### config.mk
export PLATFORM = sky130hd
export DESIGN_NAME = alu8_core
export DESIGN_NICKNAME = d
export VERILOG_FILES = /design/src/rtl/alu8_pkg.sv /design/src/rtl/alu8_addsub.sv /design/src/rtl/alu8_bitops.sv /design/src/rtl/alu8_nz.sv /design/src/rtl/alu8_core.sv
export SDC_FILE = /design/constraint.sdc
export NUM_CORES = 1
export LEC_CHECK = 0
export BUFFER_PORTS_ARGS = -buffer_cell sky130_fd_sc_hd__buf_4
export CORE_ASPECT_RATIO = 0.8
export CORE_MARGIN = 4
export CORE_UTILIZATION = 40
export DETAILED_ROUTE_END_ITERATION = 8
export HOLD_SLACK_MARGIN = 0.15
export PLACE_DENSITY = 0.64
export SYNTH_ARGS = -nofsm -noshare
export SYNTH_HDL_FRONTEND = slang
export SYNTH_HIERARCHICAL = 1
export SYNTH_SLANG_ARGS = --single-unit
### constraint.sdc
create_clock -name clk -period 5.4 [get_ports clk]
set_clock_uncertainty 0.1 [all_clocks]
set_input_delay 1.62 -clock clk [delete_from_list [all_inputs] [get_ports clk]]
set_output_delay 1.62 -clock clk [all_outputs]
set_load 0.005 [all_outputs]
### src/rtl/alu8_pkg.sv
package alu8_pkg;
  localparam int OP_W = 4;

  typedef enum logic [OP_W-1:0] {
    OP_ADD  = 4'd0,
    OP_SUB  = 4'd1,
    OP_AND  = 4'd2,
    OP_OR   = 4'd3,
    OP_XOR  = 4'd4,
    OP_CMP  = 4'd5,
    OP_INC  = 4'd6,
    OP_DEC  = 4'd7,
    OP_SHL  = 4'd8,
    OP_SHR  = 4'd9,
    OP_ROTL = 4'd10,
    OP_ROTR = 4'd11
  } alu_op_e;

  typedef struct packed {
    logic n;
    logic z;
    logic c;
    logic v;
  } alu_flags_t;
endpackage

### src/rtl/alu8_addsub.sv
module alu8_addsub #(
  parameter int W = 8
) (
  input  logic [W-1:0] a,
  input  logic [W-1:0] b,
  input  logic         sub,
  input  logic         cin,
  output logic [W-1:0] sum,
  output logic         cout,
  output logic         ovf
);
  logic [W-1:0] b_eff;
  logic [W:0]   full;

  always_comb begin
    b_eff = sub ? ~b : b;
    full  = {1'b0, a} + {1'b0, b_eff} + {{W{1'b0}}, cin};
    sum   = full[W-1:0];
    cout  = full[W];
    ovf   = (a[W-1] == b_eff[W-1]) && (full[W-1] != a[W-1]);
  end
endmodule

### src/rtl/alu8_bitops.sv
module alu8_bitops
  import alu8_pkg::*;
#(
  parameter int W = 8
) (
  input  logic [OP_W-1:0] op,
  input  logic [W-1:0]    a,
  input  logic [W-1:0]    b,
  input  logic            cin,
  output logic [W-1:0]    res,
  output logic            cout
);
  localparam logic [W-1:0] ONE = {{(W-1){1'b0}}, 1'b1};

  always_comb begin
    res  = a;
    cout = cin;
    case (op)
      OP_AND:  res = a & b;
      OP_OR:   res = a | b;
      OP_XOR:  res = a ^ b;
      OP_INC:  res = a + ONE;
      OP_DEC:  res = a - ONE;
      OP_SHL:  begin res = {a[W-2:0], 1'b0}; cout = a[W-1]; end
      OP_SHR:  begin res = {1'b0, a[W-1:1]}; cout = a[0];   end
      OP_ROTL: begin res = {a[W-2:0], cin};  cout = a[W-1]; end
      OP_ROTR: begin res = {cin, a[W-1:1]};  cout = a[0];   end
      default: begin res = a; cout = cin; end
    endcase
  end
endmodule

### src/rtl/alu8_nz.sv
module alu8_nz #(
  parameter int W = 8
) (
  input  logic [W-1:0] val,
  output logic         neg,
  output logic         zero
);
  logic [W:0] any_set;

  assign any_set[0] = 1'b0;
  for (genvar i = 0; i < W; i++) begin : g_or
    assign any_set[i+1] = any_set[i] | val[i];
  end

  assign neg  = val[W-1];
  assign zero = ~any_set[W];
endmodule

### src/rtl/alu8_core.sv
module alu8_core
  import alu8_pkg::*;
#(
  parameter int W = 8
) (
  input  logic            clk,
  input  logic            rst,
  input  logic            in_valid,
  input  logic [OP_W-1:0] in_op,
  input  logic [W-1:0]    in_reg,
  input  logic [W-1:0]    in_mem,
  output logic            out_valid,
  output logic [W-1:0]    out_result,
  output logic            out_wb,
  output logic            out_n,
  output logic            out_z,
  output logic            out_c,
  output logic            out_v
);
  alu_flags_t flags_q, flags_d;
  logic [W-1:0] res_d;
  logic         wb_d;

  logic         as_sub, as_cin, as_cout, as_ovf;
  logic [W-1:0] as_sum;
  logic [W-1:0] bo_res;
  logic         bo_cout;
  logic         r_neg, r_zero, d_neg, d_zero;

  always_comb begin
    as_sub = (in_op == OP_SUB) || (in_op == OP_CMP);
    as_cin = (in_op == OP_CMP) ? 1'b1 : flags_q.c;
  end

  alu8_addsub #(.W(W)) u_addsub (
    .a(in_reg), .b(in_mem), .sub(as_sub), .cin(as_cin),
    .sum(as_sum), .cout(as_cout), .ovf(as_ovf)
  );

  alu8_bitops #(.W(W)) u_bitops (
    .op(in_op), .a(in_reg), .b(in_mem), .cin(flags_q.c),
    .res(bo_res), .cout(bo_cout)
  );

  alu8_nz #(.W(W)) u_nz_res (.val(res_d),  .neg(r_neg), .zero(r_zero));
  alu8_nz #(.W(W)) u_nz_dif (.val(as_sum), .neg(d_neg), .zero(d_zero));

  always_comb begin
    res_d   = in_reg;
    wb_d    = 1'b0;
    flags_d = flags_q;
    case (in_op)
      OP_ADD, OP_SUB: begin
        res_d     = as_sum;
        wb_d      = 1'b1;
        flags_d.c = as_cout;
        flags_d.v = as_ovf;
      end
      OP_CMP: begin
        flags_d.n = d_neg;
        flags_d.z = d_zero;
        flags_d.c = as_cout;
      end
      OP_AND, OP_OR, OP_XOR, OP_INC, OP_DEC: begin
        res_d = bo_res;
        wb_d  = 1'b1;
      end
      OP_SHL, OP_SHR, OP_ROTL, OP_ROTR: begin
        res_d     = bo_res;
        wb_d      = 1'b1;
        flags_d.c = bo_cout;
      end
      default: begin
        res_d = in_reg;
        wb_d  = 1'b0;
      end
    endcase
    if (wb_d) begin
      flags_d.n = r_neg;
      flags_d.z = r_zero;
    end
  end

  always_ff @(posedge clk) begin
    if (rst) begin
      flags_q    <= '0;
      out_valid  <= 1'b0;
      out_result <= '0;
      out_wb     <= 1'b0;
    end else begin
      out_valid <= in_valid;
      if (in_valid) begin
        flags_q    <= flags_d;
        out_result <= res_d;
        out_wb     <= wb_d;
      end
    end
  end

  assign out_n = flags_q.n;
  assign out_z = flags_q.z;
  assign out_c = flags_q.c;
  assign out_v = flags_q.v;
endmodule

==> summary.txt <==
Outcome
  – Outcome: finished, final reports clean

Route
  – 1st-iter DRT viols: 320
  – Vias: 2645
  – Via density: 6.01
  – Antenna viol nets, final: 0
  – 1st-pass router iterations: 5
  – Detailed-route wire length per cell: 16.8 um
  – Routed WL: 7.37 mm
  – DRC: 0

Logic synthesis
  – Yosys cell types: 67
  – Synth Area per Inst: 7.41 um^2
  – Syn Nets: 383
  – Synth top area share: 12.1%
  – Ys Warns: 6
  – Syn Inst Count: 334
  – Register area share after synthesis: 11.3%
  – Area leader, netlist: ha_1
  – Area of the mapped netlist: 0.00248 mm^2
  – Top cells by count, synth: nor2_1 (35), inv_1 (31), ha_1 (24), nand2_1 (21), nor2b_1 (15)
  – Largest cells by area after synthesis: ha_1 (12%), dfxtp_1 (11%), nor2_1 (5.3%), inv_1 (4.7%), nor2b_1 (3.8%)
  – Share of flip-flops with an asynchronous set or reset: 0%
  – Most frequent cell after synthesis: nor2_1
  – Seq cells post-synth: 14
  – EDFF count, synth: 0
  – Dominant synthesized flop cell: dfxtp_1

Placed design
  – Placer Congestion: 0.876
  – Dpl cell area: 0.00276 mm^2
  – IO buf count: 36
  – Placement Setup Slack: 166 ps
  – Hpwl dp: 5.54 mm

Setup path
  – Worst path required time: 5460 ps
  – RR Endpoint: out_z
  – R2R depth: 15
  – Setup crit end: out_z
  – Crit path DAT: 5120 ps
  – CP Capture Type: flip-flop
  – Worst setup SP type: input pin
  – R2R setup slack: 1850 ps
  – Critical-path top delay cell: or4_1
  – Start point of the critical path: in_op[3]
  – Crit Path Max Fanout: 6
  – Reg-to-reg startpoint: out_c
  – Crit path cell chain: buf_4, nor2_1, and2_1, buf_4, xor2_1, ha_1, nor2b_1, o31ai_2, a211o_1, o2111ai_1, a32o_1, a221o_1, or4_1, nor2_1, mux2i_1, a211oi_1
  – Crit path kind: in2reg
  – Largest stage delay, worst path: 520 ps

Clocking
  – CTS buffer count: 3
  – CTS resizes: 0
  – H-tree levels: 1
  – Skew-Pair Late Insertion Delay: 250 ps
  – Root Buffer: clkbuf_8
  – CTS tree: yes
  – CTS Buffer Depth: 2
  – Hold Buf Count CTS: 0
  – Clock slew at reported path FFs: 60 ps
  – Post-CTS Setup Bufs: 0
  – Clk sinks: 14

Power and ir drop
  – Comb pwr share: 54.9%
  – Sw Ratio: 40.7%
  – P_leak: 1.29 nW
  – P_sw: 184 uW
  – Reg power frac: 25.8%
  – Clock share of power: 19.4%
  – Worst vdd ir: 0.0763 mV
  – Pwr/cell area: 161 mW/mm^2
  – Pint: 268 uW

STA
  – Fin. Hold Viols: 0
  – FMAX: 198 MHz
  – Setup-failing EPs final: 0
  – Setup ws final: 348 ps
  – Minimum clock period: 5050 ps
  – Unrepaired setup endpoints after global routing: no
  – Fin crit share: 93.6%
  – Worst Max-Slew Pin Slew: 660 ps
  – Setup TNS: 0 ps
  – Slew headroom: 55.7%
  – Pins Over Slew Limit: 0

GRT
  – M1 GR Usage: 30.1%
  – M2 GR Usage: 29.1%
  – Met3 Usage GRT: 4.89%
  – Global route hottest layer: met1
  – Vias in the first global route: 2483
  – Maximum number of pins on one net before global-route repair: 46
  – Grt ovf: 0
  – First-pass GRT wire length: 12.2 mm
  – Overall routing resource usage: 20.1%
  – Initial antenna violation count: 0

Layout
  – Area Growth Syn to Fin: 13.1%
  – Design area: 0.00280 mm^2
  – # nets final: 410
  – Layout cell share with drive strength beyond 1: 15.6%
  – Layout Utilization: 47.1%
  – Ant. Diodes: 0

Job
  – MaxCap Viol Count: 0

Hold path
  – Hold WC Path Type: reg2reg

Floorplan
  – Chip Height: 78.4 um
  – Die area: 0.00752 mm^2
  – Initial Util: 41.7%
  – Die Span X: 96.0 um
  – Core outline area: 0.00594 mm^2
  – FP Rows: 25
  – # IOs: 37
==> power groups by stage <==
stage	clock network, mW	logic [mW]	registers [mW]
5_1_grt	0.0939	0.277	0.117
4_1_cts	0.0878	0.245	0.116
6_report	0.0875	0.248	0.116
3_3_place_gp	0	0.241	0.118
2_1_floorplan	0	0.172	0.119
3_5_place_dp	0	0.243	0.119
==> final cells by class <==
cell class	instances	area, um^2
fill	626	3140
multi-input combinational	269	1950
timing repair buffer	42	315
sequential	14	280
inverter	31	116
tap	81	101
clock buffer	3	41.3
==> layer usage <==
metal	part of all wire, %	up-vias
li1	-	1274
met1	48	1234
met2	42	122
met3	9.4	15
met4	1.1	0
met5	0	-
==> sequential cells by signal (all words and copies together) (netlist names) <==
register,flops
out_n,1
out_wb,1
out_result,8
out_c,1
out_v,1
out_valid,1
out_z,1
==> stage by stage <==
step / std cells / power (mW) / hold WS [ps]
after floorplan: 334 / 0.290 / 376
after global placement: 437 / 0.360 / 380
after detailed placement: 437 / 0.362 / 387
after CTS: 440 / 0.449 / 394
after global routing: 440 / 0.488 / 436
final: 440 / 0.451 / 388
==> cells by family after synthesis <==
group                    Yosys count  synth area share [%]
buffers and inverters             51                  10.1
AND/OR/NAND/NOR                  119                  25.6
XOR/XNOR                          11                  3.89
flip-flops                        14                  11.3
adder cells (fa/ha/maj)           26                  13.7
multiplexers                       7                  3.08
AO/OA/AOI/OAI                    106                  32.3
==> layout by cell type (no fill, tap or decap), types with 10 or more instances in the layout <==
cell type,synthesis,final
ha_1,24,24
nor2b_1,15,15
a21oi_1,13,13
nor2_1,35,35
buf_4,7,42
dfxtp_1,14,14
o21ai_0,10,10
nand2_1,21,21
inv_1,31,31
o21a_1,10,10
==> worst min-delay path by stage <==
stage / cells after the start / slack, ps / from / endpoint
2_1_floorplan: 2 / 380 / out_result[0] / out_result[0]
3_3_place_gp: 2 / 380 / out_result[3] / out_result[3]
3_5_place_dp: 2 / 390 / out_result[0] / out_result[0]
4_1_cts: 2 / 390 / out_result[0] / out_result[0]
5_1_grt: 2 / 440 / out_result[0] / out_result[0]
6_report: 2 / 390 / out_result[0] / out_result[0]
==> worst max-delay path, delay by kind of cell <==
family,cells,cell delay [ps]
compound gates,6,1460
xor+xnor,1,210
fa+ha+maj,1,270
buf+inv,2,330
mux,1,80
simple gates,5,1140
Power figures use the tool's default switching activity.
